**config.mk**
```make
export PLATFORM = sky130hd
export DESIGN_NAME = esf_bom_tx
export DESIGN_NICKNAME = d
export VERILOG_FILES = /design/src/rtl/bomtx_pkg.sv /design/src/rtl/bom_code_hold.sv /design/src/rtl/bom_sequencer.sv /design/src/rtl/bom_dl_arbiter.sv /design/src/rtl/esf_bom_tx.sv
export SDC_FILE = /design/constraint.sdc
export NUM_CORES = 1
export LEC_CHECK = 0
export ABC_AREA = 1
export CORE_MARGIN = 2
export CORE_UTILIZATION = 50
export DETAILED_ROUTE_END_ITERATION = 16
export GPL_ROUTABILITY_DRIVEN = 0
export HOLD_SLACK_MARGIN = 0.08
export PLACE_DENSITY_LB_ADDON = 0.25
export RECOVER_POWER = 100
export SLEW_MARGIN = 20
export SYNTH_ARGS = -nofsm -noshare
export SYNTH_HDL_FRONTEND = slang
export SYNTH_SLANG_ARGS = --single-unit
```
**constraint.sdc**
```tcl
create_clock -name clk -period 1.4 [get_ports clk]
set_input_delay 0.35 -clock clk [delete_from_list [all_inputs] [get_ports clk]]
set_output_delay 0.35 -clock clk [all_outputs]
set_load 0.01 [all_outputs]
```
**src/rtl/bomtx_pkg.sv**
```systemverilog
// Shared types for the ESF bit-oriented message transmitter.
// Assumes: nothing beyond IEEE 1800-2017 enums.
package bomtx_pkg;

    // Sequencer phase
    typedef enum logic [1:0] {
        ST_IDLE = 2'd0,
        ST_MSG  = 2'd1,
        ST_DIS  = 2'd2
    } bom_state_e;

    // Owner of the DL slot chosen by the arbiter
    typedef enum logic [1:0] {
        SRC_HDLC   = 2'd0,
        SRC_BOM    = 2'd1,
        SRC_YELLOW = 2'd2
    } dl_src_e;

endpackage

```
**src/rtl/bom_code_hold.sv**
```systemverilog
// Holds the last message code written by software and flags the stop code.
// Assumes: code_wr is a single-cycle write qualifier; reset value is stop.
module bom_code_hold #(
    parameter int CODE_W = 6
) (
    input  logic              clk,
    input  logic              rst_n,
    input  logic              code_wr,
    input  logic [CODE_W-1:0] code_in,
    output logic [CODE_W-1:0] code_q,
    output logic              code_stop
);

    // Capture a new code on each write; reset leaves the stop code
    always_ff @(posedge clk) begin
        if (!rst_n) begin
            code_q <= '1;
        end else if (code_wr) begin
            code_q <= code_in;
        end
    end

    // All ones requests the end of the message
    always_comb begin
        code_stop = &code_q;
    end

    // Written value is visible on the next cycle (R4 relies on the held copy)
    assert_code_capture_R4: assert property (@(posedge clk) disable iff (!rst_n)
        code_wr |=> (code_q == $past(code_in)));

endmodule

```
**src/rtl/bom_sequencer.sv**
```systemverilog
// Steps through message and disable words, one bit per DL strobe.
// Assumes: strobe is a one-clock pulse; enable low returns to idle at once;
// the held code is read only at word boundaries.
module bom_sequencer
    import bomtx_pkg::*;
#(
    parameter int CODE_W      = 6,
    parameter int DIS_REPEATS = 16
) (
    input  logic              clk,
    input  logic              rst_n,
    input  logic              enable,
    input  logic              j1_mode,
    input  logic [CODE_W-1:0] code,
    input  logic              code_stop,
    input  logic              strobe,
    output logic              bom_bit,
    output logic              busy
);

    localparam int WORD_W = CODE_W + 10;
    localparam int IDX_W  = $clog2(WORD_W);
    localparam int REP_W  = $clog2(DIS_REPEATS + 1);
    localparam logic [IDX_W-1:0] IDX_LAST = IDX_W'(WORD_W - 1);
    localparam logic [REP_W-1:0] REP_LAST = REP_W'(DIS_REPEATS - 1);

    bom_state_e        state_q;
    logic [WORD_W-1:0] shift_q;
    logic [IDX_W-1:0]  idx_q;
    logic [REP_W-1:0]  rep_q;
    logic              word_end;

    // Message word: eight ones, zero, code, zero
    function automatic logic [WORD_W-1:0] msg_word(input logic [CODE_W-1:0] c);
        return {8'hFF, 1'b0, c, 1'b0};
    endfunction

    // Disable word: all ones for T1, low byte 0x7E for J1
    function automatic logic [WORD_W-1:0] dis_word(input logic j1);
        logic [WORD_W-1:0] w;
        w = '1;
        if (j1) begin
            w[7:0] = 8'h7E;
        end
        return w;
    endfunction

    // Last bit of the current word leaves on this strobe
    always_comb begin
        word_end = strobe && (idx_q == IDX_LAST);
    end

    // Phase, shift register, bit index and disable repeat count
    always_ff @(posedge clk) begin
        if (!rst_n || !enable) begin
            state_q <= ST_IDLE;
            shift_q <= '1;
            idx_q   <= '0;
            rep_q   <= '0;
        end else begin
            unique case (state_q)
                ST_IDLE: begin
                    if (!code_stop) begin
                        state_q <= ST_MSG;
                        shift_q <= msg_word(code);
                        idx_q   <= '0;
                    end
                end
                ST_MSG: begin
                    if (word_end) begin
                        idx_q <= '0;
                        if (!code_stop) begin
                            shift_q <= msg_word(code);
                        end else begin
                            state_q <= ST_DIS;
                            shift_q <= dis_word(j1_mode);
                            rep_q   <= '0;
                        end
                    end else if (strobe) begin
                        idx_q   <= idx_q + 1'b1;
                        shift_q <= {shift_q[WORD_W-2:0], 1'b1};
                    end
                end
                ST_DIS: begin
                    if (word_end) begin
                        idx_q <= '0;
                        if (!code_stop) begin
                            state_q <= ST_MSG;
                            shift_q <= msg_word(code);
                        end else if (rep_q == REP_LAST) begin
                            state_q <= ST_IDLE;
                            shift_q <= '1;
                        end else begin
                            rep_q   <= rep_q + 1'b1;
                            shift_q <= dis_word(j1_mode);
                        end
                    end else if (strobe) begin
                        idx_q   <= idx_q + 1'b1;
                        shift_q <= {shift_q[WORD_W-2:0], 1'b1};
                    end
                end
                default: state_q <= ST_IDLE;
            endcase
        end
    end

    // Leftmost remaining bit is the one offered for this slot
    always_comb begin
        bom_bit = shift_q[WORD_W-1];
        busy    = (state_q != ST_IDLE);
    end

    // Bit index moves only on a strobe (R4: words are never cut short)
    assert_idx_hold_R4: assert property (@(posedge clk) disable iff (!rst_n)
        (!strobe && enable) |=> (idx_q == $past(idx_q)));

    // Leaving the disable phase for idle only after the final repeat
    assert_dis_count_R7: assert property (@(posedge clk) disable iff (!rst_n)
        ($fell(busy) && $past(enable)) |-> ($past(rep_q) == REP_LAST && $past(word_end)));

    // Repeat counter never runs past the configured count
    assert_rep_bound_R7: assert property (@(posedge clk) disable iff (!rst_n)
        rep_q <= REP_LAST);

endmodule

```
**src/rtl/bom_dl_arbiter.sv**
```systemverilog
// Chooses the owner of each DL slot: yellow alarm, then message, then HDLC.
// Assumes: outside ESF mode the HDLC source owns every slot.
module bom_dl_arbiter
    import bomtx_pkg::*;
(
    input  logic esf_mode,
    input  logic yellow_req,
    input  logic yellow_bit,
    input  logic bom_busy,
    input  logic bom_bit,
    input  logic hdlc_bit,
    input  logic strobe,
    output logic dl_bit,
    output logic hdlc_take
);

    dl_src_e src;

    // Fixed priority selection of the slot owner
    always_comb begin
        if (!esf_mode) begin
            src = SRC_HDLC;
        end else if (yellow_req) begin
            src = SRC_YELLOW;
        end else if (bom_busy) begin
            src = SRC_BOM;
        end else begin
            src = SRC_HDLC;
        end
    end

    // Route the chosen bit and report HDLC consumption
    always_comb begin
        unique case (src)
            SRC_YELLOW: dl_bit = yellow_bit;
            SRC_BOM:    dl_bit = bom_bit;
            default:    dl_bit = hdlc_bit;
        endcase
        hdlc_take = strobe && (src == SRC_HDLC);
    end

    // HDLC never gets the slot while message or disable words run
    always_comb begin
        assert_hdlc_blocked_R9: assert (!(hdlc_take && esf_mode && bom_busy));
    end

endmodule

```
**src/rtl/esf_bom_tx.sv**
```systemverilog
// ESF bit-oriented message transmitter top: code holder, word sequencer,
// DL slot arbiter.
// Assumes: dl_strobe marks each DL bit slot for one clock; the framer places
// dl_bit into the superframe.
module esf_bom_tx #(
    parameter int CODE_W      = 6,
    parameter int DIS_REPEATS = 16
) (
    input  logic              clk,
    input  logic              rst_n,
    input  logic              esf_mode,
    input  logic              j1_mode,
    input  logic              code_wr,
    input  logic [CODE_W-1:0] code_in,
    input  logic              dl_strobe,
    input  logic              hdlc_bit,
    input  logic              yellow_req,
    input  logic              yellow_bit,
    output logic              dl_bit,
    output logic              hdlc_take,
    output logic              busy
);

    logic [CODE_W-1:0] code_q;
    logic              code_stop;
    logic              bom_bit;

    bom_code_hold #(.CODE_W(CODE_W)) u_code (
        .clk       (clk),
        .rst_n     (rst_n),
        .code_wr   (code_wr),
        .code_in   (code_in),
        .code_q    (code_q),
        .code_stop (code_stop)
    );

    bom_sequencer #(.CODE_W(CODE_W), .DIS_REPEATS(DIS_REPEATS)) u_seq (
        .clk       (clk),
        .rst_n     (rst_n),
        .enable    (esf_mode),
        .j1_mode   (j1_mode),
        .code      (code_q),
        .code_stop (code_stop),
        .strobe    (dl_strobe),
        .bom_bit   (bom_bit),
        .busy      (busy)
    );

    bom_dl_arbiter u_arb (
        .esf_mode   (esf_mode),
        .yellow_req (yellow_req),
        .yellow_bit (yellow_bit),
        .bom_busy   (busy),
        .bom_bit    (bom_bit),
        .hdlc_bit   (hdlc_bit),
        .strobe     (dl_strobe),
        .dl_bit     (dl_bit),
        .hdlc_take  (hdlc_take)
    );

    // Yellow alarm owns the DL in ESF mode
    assert_yellow_first_R8: assert property (@(posedge clk) disable iff (!rst_n)
        (esf_mode && yellow_req) |-> (dl_bit == yellow_bit && !hdlc_take));

    // Outside ESF the HDLC bit passes straight through
    assert_passthru_R10: assert property (@(posedge clk) disable iff (!rst_n)
        !esf_mode |-> (dl_bit == hdlc_bit && hdlc_take == dl_strobe));

    // Leaving ESF drops busy on the following clock
    assert_busy_drop_R10: assert property (@(posedge clk) disable iff (!rst_n)
        !esf_mode |=> !busy);

endmodule

```
Word level (Yosys, flattened, before mapping)
Cells that the tools add are included.

operators by class
  add/subtract/negate cells = 2
  multiply operators = 0
  divide/modulo/power cells = 0
  magnitude comparators = 0
  equal/unequal tests = 14
  shift operators = 0
  muxes and demuxes = 30
  bitwise gates (word level) = 0
  reductions and logical operators = 17

operators with widths
  kind                 count
  $mux 16              5
  $pmux 16 s3          1
  $mux 5               5
  $mux 8               3
  $mux 2               8
  $mux 4               3
  $reduce_and 6->1     2
  $pmux 5 s2           1
  $ne 2x1->1 const B   4
  $pmux 4 s2           1
  $pmux 2 s3           1
  $reduce_bool 2->1    3
  $add 5x1->5 const B  1
  $eq 5x4->1 const B   1
  $reduce_and 5->1     1
  $add 4x1->4 const B  1
  $eq 2x1->1 const B   2
  $eq 2x2->1 const B   2
  $eq 4x4->1 const B   1
  $logic_not 2->1      2
  $ne 2x2->1 const B   2
  $ne 3x1->1 const B   1
  $ne 3x3->1 const B   1
  $reduce_and 3->1     1
  other kinds (8)      10

word-level totals
  flip-flop bits (word level) = 33
  latch bits = 0
  memory bits (writable) = 0
  bits in read-only memories = 0
  bits of input ports = 15
  output and inout bits = 3
  memories kept = 0

Depth between registers and ports, before layout
Gate-level depths: netlist of the first run.

  word-level depth = 6
  mapped depth = 11
  mapped depth without buffers = 11

Hierarchy
Synthesis of the first run repeated with hierarchy kept, for this count alone.

second synthesis, totals
  cells, all modules = 288
  area total of the unflattened synthesis = 1961.9 um^2

modules (own cells, without submodules)
  module          instances  cells each  area each (um^2)  seq. area each (um^2)
  bom_sequencer   1          239         1644.1            540.5
  bom_code_hold   1          32          225.2             120.1
  bom_dl_arbiter  1          17          92.6              0.0

Worst setup path after synthesis of the first run
Ideal clock, no wire load.

  kind = flip-flop to flip-flop
  from = reg u_seq.state_q[0]
  to = reg u_seq.shift_q[10]
  setup time = 116 ps
  arrival time = 1402 ps
  required time = 1284 ps
  slack = -118 ps
  cell stages (with the launch flop) = 9
  cell sequence = dfxtp_1 > inv_1 > ha_1 > inv_1 > nor2_4 > buf_4 > nand2_1 > a21oi_2 > nand2_1

on the way
  cells in the longest elaborated chain, start to end = 3
  elaborated cells between the ends (all ways) = 7
  classes of those cells = eq/ne (3); mux (1); reduce/logical (3)

ends and longest elaborated chain
  what                                                       line                 RTL
  start: declaration                                         bom_sequencer.sv:27  bom_state_e state_q;
  start signal: assignment                                   bom_sequencer.sv:56  state_q <= ST_IDLE;
  start signal: assignment                                   bom_sequencer.sv:64  state_q <= ST_MSG;
  start signal: assignment                                   bom_sequencer.sv:75  state_q <= ST_DIS;
  $eq 2x1->1, or another cell as far along                   bom_sequencer.sv:61  unique case (state_q)
  $reduce_bool 3->1 (no line) or $ne 2x2->1 (tied branches)  n/a
  $reduce_and 2->1 (no line)                                 n/a
  end signal: assignment                                     bom_sequencer.sv:65  shift_q <= msg_word(code);
  end signal: assignment                                     bom_sequencer.sv:73  shift_q <= msg_word(code);
  end signal: assignment                                     bom_sequencer.sv:76  shift_q <= dis_word(j1_mode);
  end: declaration                                           bom_sequencer.sv:28  logic [WORD_W-1:0] shift_q;

Several ways; a longest one is shown, not always the timed one.
A chain may end at the register's enable or synchronous reset.

Worst setup path after layout of the first run
  from = reg u_seq.state_q[1]
  to = out dl_bit

on the way
  cells in the longest elaborated chain, start to end = 6
  elaborated cells between the ends (all ways) = 7
  classes of those cells = eq/ne (2); mux (4); reduce/logical (1)

ends and longest elaborated chain
  what                                      line                  RTL
  $reduce_bool 2->1 *                       bom_sequencer.sv:110  busy = (state_q != ST_IDLE);
  $mux 1 *                                  bom_dl_arbiter.sv:25  end else if (bom_busy) begin
  $mux 2 *                                  bom_dl_arbiter.sv:23  end else if (yellow_req) begin
  $mux 2 *                                  bom_dl_arbiter.sv:21  if (!esf_mode) begin
  $eq 2x1->1 or $eq 2x2->1 (tied branches)  bom_dl_arbiter.sv:34  unique case (src)
  $pmux 1 s2 *                              bom_dl_arbiter.sv:34
  end: declaration                          esf_bom_tx.sv:19      output logic dl_bit,

Mark *: on every way between the ends. The rest lies on a longest branch, timed or not.

==> results of run 1 <==
-- layer usage --
| layer | routed length (um) | GRT usage (%) | vias to the layer above |
|---|---|---|---|
| li1 | - | - | 1018 |
| met1 | 2100 | 29.4 | 921 |
| met2 | 2530 | 45.8 | 21 |
| met3 | 114 | 5.14 | 8 |
| met4 | 70 | 5.47 | 0 |
| met5 | 0 | 0 | - |
-- cells in the mapped netlist, types with 4 or more instances --
master	n
nand3_1	21
ha_1	7
nand2_2	4
a21oi_1	14
o211ai_1	6
dfxtp_1	33
nand2_1	111
inv_1	21
o21ai_0	9
nor2_4	6
a21oi_2	4
nor2_1	23
-- repair_timing --
action / CTS / global route
gates resized for setup: 39 / 17
gates cloned: 1 / 0
endpoints found under the hold margin: 0 / 0
buffers inserted: 9 / 2
setup endpoints to repair: 30 / 30
pin swaps: 22 / 5
-- cell type report --
class,count,area share (%)
Multi-Input combinational cell,217,45.3
Sequential cell,33,24.7
Tap cell,48,2.22
Inverter,24,3.79
Clock inverter,1,1.11
Timing Repair Buffer,60,19.7
Clock buffer,7,3.19
-- critical path, delay by kind of cell (launching register included) --
family        cells  cell delay, ns
flops             1            0.34
simple gates      3            0.29
buf+inv           2            0.17
fa+ha+maj         1            0.16
-- power groups by stage --
stage | Sequential [mW] | Combinational [mW] | Clock, mW
finish | 1.08 | 1.44 | 0.927
global route | 1.09 | 1.60 | 0.988
CTS | 1.08 | 1.39 | 0.947
detailed placement | 1.09 | 1.14 | 0
global placement | 1.09 | 1.12 | 0
floorplan | 1.09 | 0.785 | 0
-- final timing paths --
check                                          to  cells past startpoint  slack [ns]
worst min register to register  u_seq.shift_q[13]                      2        0.45
worst min-delay path            u_seq.shift_q[13]                      2        0.45
worst max register to register   u_seq.state_q[1]                     11       -0.14
worst max-delay path                       dl_bit                      6       -0.19
-- flip-flops by register name, indices dropped and copies added, names as in the netlist --
name           cells
u_seq.rep_q        5
u_code.code_q      6
u_seq.idx_q        4
u_seq.state_q      2
u_seq.shift_q     16
-- logic make-up (layout without fill, tap and decap cells) --
logic type               Yosys count  in the layout  share of synthesized area (%)
flip-flops                        33             33                           34.9
adder cells (fa/ha/maj)            7              7                           4.63
AO/OA/AOI/OAI                     35             35                           11.6
AND/OR/NAND/NOR                  174            174                           41.3
XOR/XNOR                           1              1                          0.463
buffers and inverters             31             92                           7.08
-- metrics by stage --
step	total power [mW]	setup TNS [ns]	cell area (um^2)	setup WS, ns
after global routing	3.67	-3.35	2710	-0.261
final	3.45	-1.34	2710	-0.194
after floorplan	1.87	0	1930	0.00400
after CTS	3.41	-1.42	2650	-0.203
after global placement	2.22	-12.26	2370	-0.628
after detailed placement	2.23	-12.88	2370	-0.657
==> flow_summary_export.csv, run 1 <==
group,metric,value,unit
clock_network,clockRootBuffer,"clkbuf_8",
die,die_height,65.5,um
clock_network,clk_pin_slew,0.07,ns
finish,layout_common_cells,"nand2_1, buf_4, dfxtp_1",
routing,drt-initial-drc-count,75,
finish,areaGrowthSynthToFinish,43.1,%
setup_path,path_common_cell,"nand3_1",
yosys,syn_inst,281,
finish,final_layout_size_suffix_gt1_share,31.3,%
finish,fillerInstances,286,
yosys,synth_top_area_share,34.9,%
run,cap_viol_max_count,0,
routing,dr_total_vias,1968,
setup_path,cp.arrival,1.24,ns
setup_path,required,1.05,ns
yosys,yosys.area.top_type,"dfxtp_1",
pwr,power_density,1270,mW/mm^2
pwr,power.switching,1.18,mW
global_routing,grt-ovfl-total,0,
pwr,swShare,34.2,%
global_routing,grt_pass1_vias,1861,
finish,nets,363,
finish,finalNonFillerCells,390,
routing,finalWirelength,4820,um
setup_path,crit_path_start_kind,"register",
timing,fin_worst_skew,0.00297,ns
setup_path,path_max_fanout,3,
placed_design,portBuffers,17,
clock_network,insertion_delay,0.28,ns
die,start_util,51.7,%
pwr,power.internal,2.27,mW
yosys,syn_area_per_cell,6.73,um^2
finish,multi_input_area,0.00123,mm^2
die,die_width,65.5,um
pwr,power.share.clock,26.9,%
yosys,synthFlopType,"dfxtp_1",
timing,hold_viol_final,0,
routing,post_drt_wl_per_cell,12.3,um
timing,worst-slew-pin-transition,0.266,ns
setup_path,critPathKind,"reg2out",
global_routing,grt_antenna_before_repair,0,
die,top_level_ports,18,
timing,drv_slew,0,
finish,register_area,668,um^2
timing,whs,0.453,ns
setup_path,cp_slowest_stage_delay,0.34,ns
finish,final_util,73.9,%
routing,first_pass_iters,4,
outcome,status,"finished with violations",
clock_network,clock_path_buffers,2,
yosys,synth_edf_count,0,
yosys,ys_seq_elements,33,
global_routing,grt_usage,24.8,%
setup_path,slowest_stage,"dfxtp_2",
clock_network,cts.sinks,33,
die,coreArea,0.00366,mm^2
yosys,syn_nets,303,
clock_network,cts_hold_buf,0,
timing,fmax,627,MHz
pwr,comb_power_share,41.8,%
worst_hold_path,hold_path.class,"reg2reg",
timing,finalCritPeriodShare,114,%
timing,rsz0062_at_grt,"yes",
routing,vias_per_cell,5.05,
timing,fin_crit,1.59,ns
pwr,p_seq_share,31.3,%
outcome,violations,"negative setup slack",
setup_path,cp-end-kind,"primary output",
finish,final_common_cell,"nand2_1",
clock_network,htreeDepth,2,
yosys,synth.cell_area,0.00189,mm^2
clock_network,cts_tree,"yes",
yosys,ys_seq_area_share,34.9,%
setup_path,r2r_start,"u_seq.state_q[0]",
yosys,yosysWarningCount,0,
die,die_area,0.00429,mm^2
timing,setup_viol,21,
placed_design,hpwl,3190,um
placed_design,dp.cells,372,
clock_network,cts_made_buffers,5,
routing,drt_drc_violations_left,0,
yosys,synth_area_leaders,"dfxtp_1, nand2_1, nand3_1",
routing,ant_nets,0,
timing,slew_headroom,82.2,%
pwr,irDropWorstVdd,988,uV
setup_path,crit_start,"u_seq.state_q[1]",
timing,setup_ws,-0.194,ns
yosys,ys_async_sr_fraction,0,%
setup_path,crit_chain,"inv_2 -> ha_4 -> nor2_1 -> nand3_1 -> nand3_1 -> buf_2",
worst_hold_path,hold_start,"u_seq.shift_q[13]",
yosys,yosys.cell_types.count,26,
pwr,leakagePower,1.24,nW
global_routing,grt_start_max_net_pins,17,
global_routing,grt_first_pass_wirelength,8200,um
finish,n_antenna_cell,0,
die,num_rows,22,
Power figures use the tool's default switching activity.
==> run 2: changes to the inputs <==
--- a/config.mk
+++ b/config.mk
@@ -7,7 +7,7 @@
 export LEC_CHECK = 0
 export ABC_AREA = 1
 export CORE_MARGIN = 2
-export CORE_UTILIZATION = 50
+export CORE_UTILIZATION = 35
 export DETAILED_ROUTE_END_ITERATION = 16
 export GPL_ROUTABILITY_DRIVEN = 0
 export HOLD_SLACK_MARGIN = 0.08
==> flow_summary_export.csv, run 2 (synthesis gave the netlist of run 1 again) <==
group,metric,value,unit
finish,largestRegisters,"u_seq.shift_q x16, u_code.code_q x6, u_seq.rep_q x5",
clock_network,clockRootBuffer,"clkbuf_8",
timing,setup_ws,-0.206,ns
timing,slew_headroom,83.9,%
die,start_util,36.6,%
outcome,status,"finished with violations",
global_routing,grt_start_max_net_pins,16,
timing,fin_crit,1.61,ns
clock_network,cts_made_buffers,5,
setup_path,cp.arrival,1.26,ns
die,die_height,77.5,um
die,coreArea,0.00517,mm^2
global_routing,grt_pass1_vias,1780,
timing,worst-slew-pin-transition,0.240,ns
clock_network,clock_path_buffers,2,
timing,setup_viol,25,
timing,hold_viol_final,0,
clock_network,clk_pin_slew,0.07,ns
setup_path,path_max_fanout,3,
finish,n_antenna_cell,0,
clock_network,cts_tree,"yes",
finish,final_cell_area,0.00282,mm^2
routing,post_drt_wl_per_cell,11.3,um
setup_path,cp-end-kind,"primary output",
placed_design,place_area,0.00243,mm^2
global_routing,grt_first_pass_wirelength,7990,um
placed_design,portBuffers,17,
pwr,total_power,3.38,mW
routing,drt-initial-drc-count,84,
timing,drv_slew,0,
timing,whs,0.446,ns
finish,top_register,"u_seq.shift_q",
pwr,power_density,1200,mW/mm^2
placed_design,hpwl,3250,um
setup_path,critPathKind,"reg2out",
routing,drt_drc_violations_left,0,
finish,final_layout_size_suffix_gt1_share,36.3,%
finish,finalNonFillerCells,412,
finish,largest_reg_flops,16,
finish,layout_common_cells,"nand2_1, buf_4, dfxtp_1",
placed_design,post-place-ws,-0.648,ns
timing,rsz0062_at_grt,"yes",
pwr,leakagePower,1.27,nW
clock_network,insertion_delay,0.29,ns
setup_path,crit_path_start_kind,"register",
clock_network,htreeDepth,2,
timing,fin_worst_skew,0.0105,ns
finish,nets,364,
outcome,violations,"negative setup slack",
finish,fillerInstances,505,
die,die_width,77.5,um
global_routing,grt_antenna_before_repair,0,
global_routing,grt-ovfl-total,0,
die,top_level_ports,18,
timing,fmax,623,MHz
placed_design,dp.cells,396,
global_routing,grt_usage,16.4,%
worst_hold_path,hold_path.class,"reg2reg",
routing,dr_total_vias,1889,
routing,vias_per_cell,4.58,
finish,final_common_cell,"nand2_1",
die,die_area,0.00601,mm^2
routing,ant_nets,0,
timing,fin_tns_setup,-3.43,ns
die,num_rows,26,
routing,first_pass_iters,4,
setup_path,required,1.05,ns
routing,finalWirelength,4660,um
finish,areaGrowthSynthToFinish,49.2,%
pwr,irDropWorstVdd,682,uV
run,cap_viol_max_count,0,
clock_network,cts.sinks,33,
timing,finalCritPeriodShare,115,%
finish,final_util,54.6,%
[run 2: cell count changes in the layout (fill, tap and decap cells not counted), moves of 2 or more]
cell and change:
nand3_2 +3, a21oi_1 -4, buf_6 +3, buf_4 -2, nor2_1 -2, a21oi_2 +4, nand3_1 -2, inv_4 -2
nand2_4 +3, nor2_4 +2, nand2_1 -5, inv_6 +2
[run 2: worst paths after layout]
check,from,endpoint,slack (ns),cells past startpoint
max,u_seq.state_q[0],dl_bit,-0.21,7
min,u_seq.shift_q[12],u_seq.shift_q[12],0.45,2
max reg2reg,u_seq.state_q[0],u_seq.shift_q[11],-0.18,11
min reg2reg,u_seq.shift_q[12],u_seq.shift_q[12],0.45,2
[run 2: repair_timing]
action                     CTS  global route
gates resized for setup     51            34
pin swaps                   26            24
hold buffers                 0             0
setup endpoints to repair   28            30
setup buffers                8             6
[run 2: layer usage]
layer | vias up | global-route usage [%] | wire, um
met5 | - | 0 | 0
met4 | 0 | 4.82 | 65
met3 | 7 | 3.49 | 107
met2 | 18 | 27.1 | 2210
met1 | 847 | 21.4 | 2280
li1 | 1017 | - | -
[run 2: critical path, stage by stage (launching register included)]
cell	delay (ns)
dfxtp_2	0.33
inv_2	0.08
ha_4	0.14
inv_2	0.04
o21ai_2	0.11
nand2_1	0.06
nand3_1	0.06
buf_2	0.13
[run 2: cell type report]
class                   instances  area (um^2)  share of cell area (%)
multi-input cells             217         1330                    47.1
flip-flops and latches         33          668                    23.7
repair buffers                 61          527                    18.7
inverters                      24          108                    3.81
well taps                      70         87.6                    3.10
clock buffers                   5         68.8                    2.44
clock inverters                 2         35.0                    1.24
[run 2: where the power goes]
| part | total [mW] | leakage [nW] | internal (mW) | switching, mW |
|---|---|---|---|---|
| clock network | 0.869 | 0.0540 | 0.517 | 0.352 |
| logic | 1.43 | 0.945 | 0.627 | 0.800 |
| registers | 1.08 | 0.273 | 1.03 | 0.0515 |
| total | 3.38 | 1.27 | 2.17 | 1.20 |
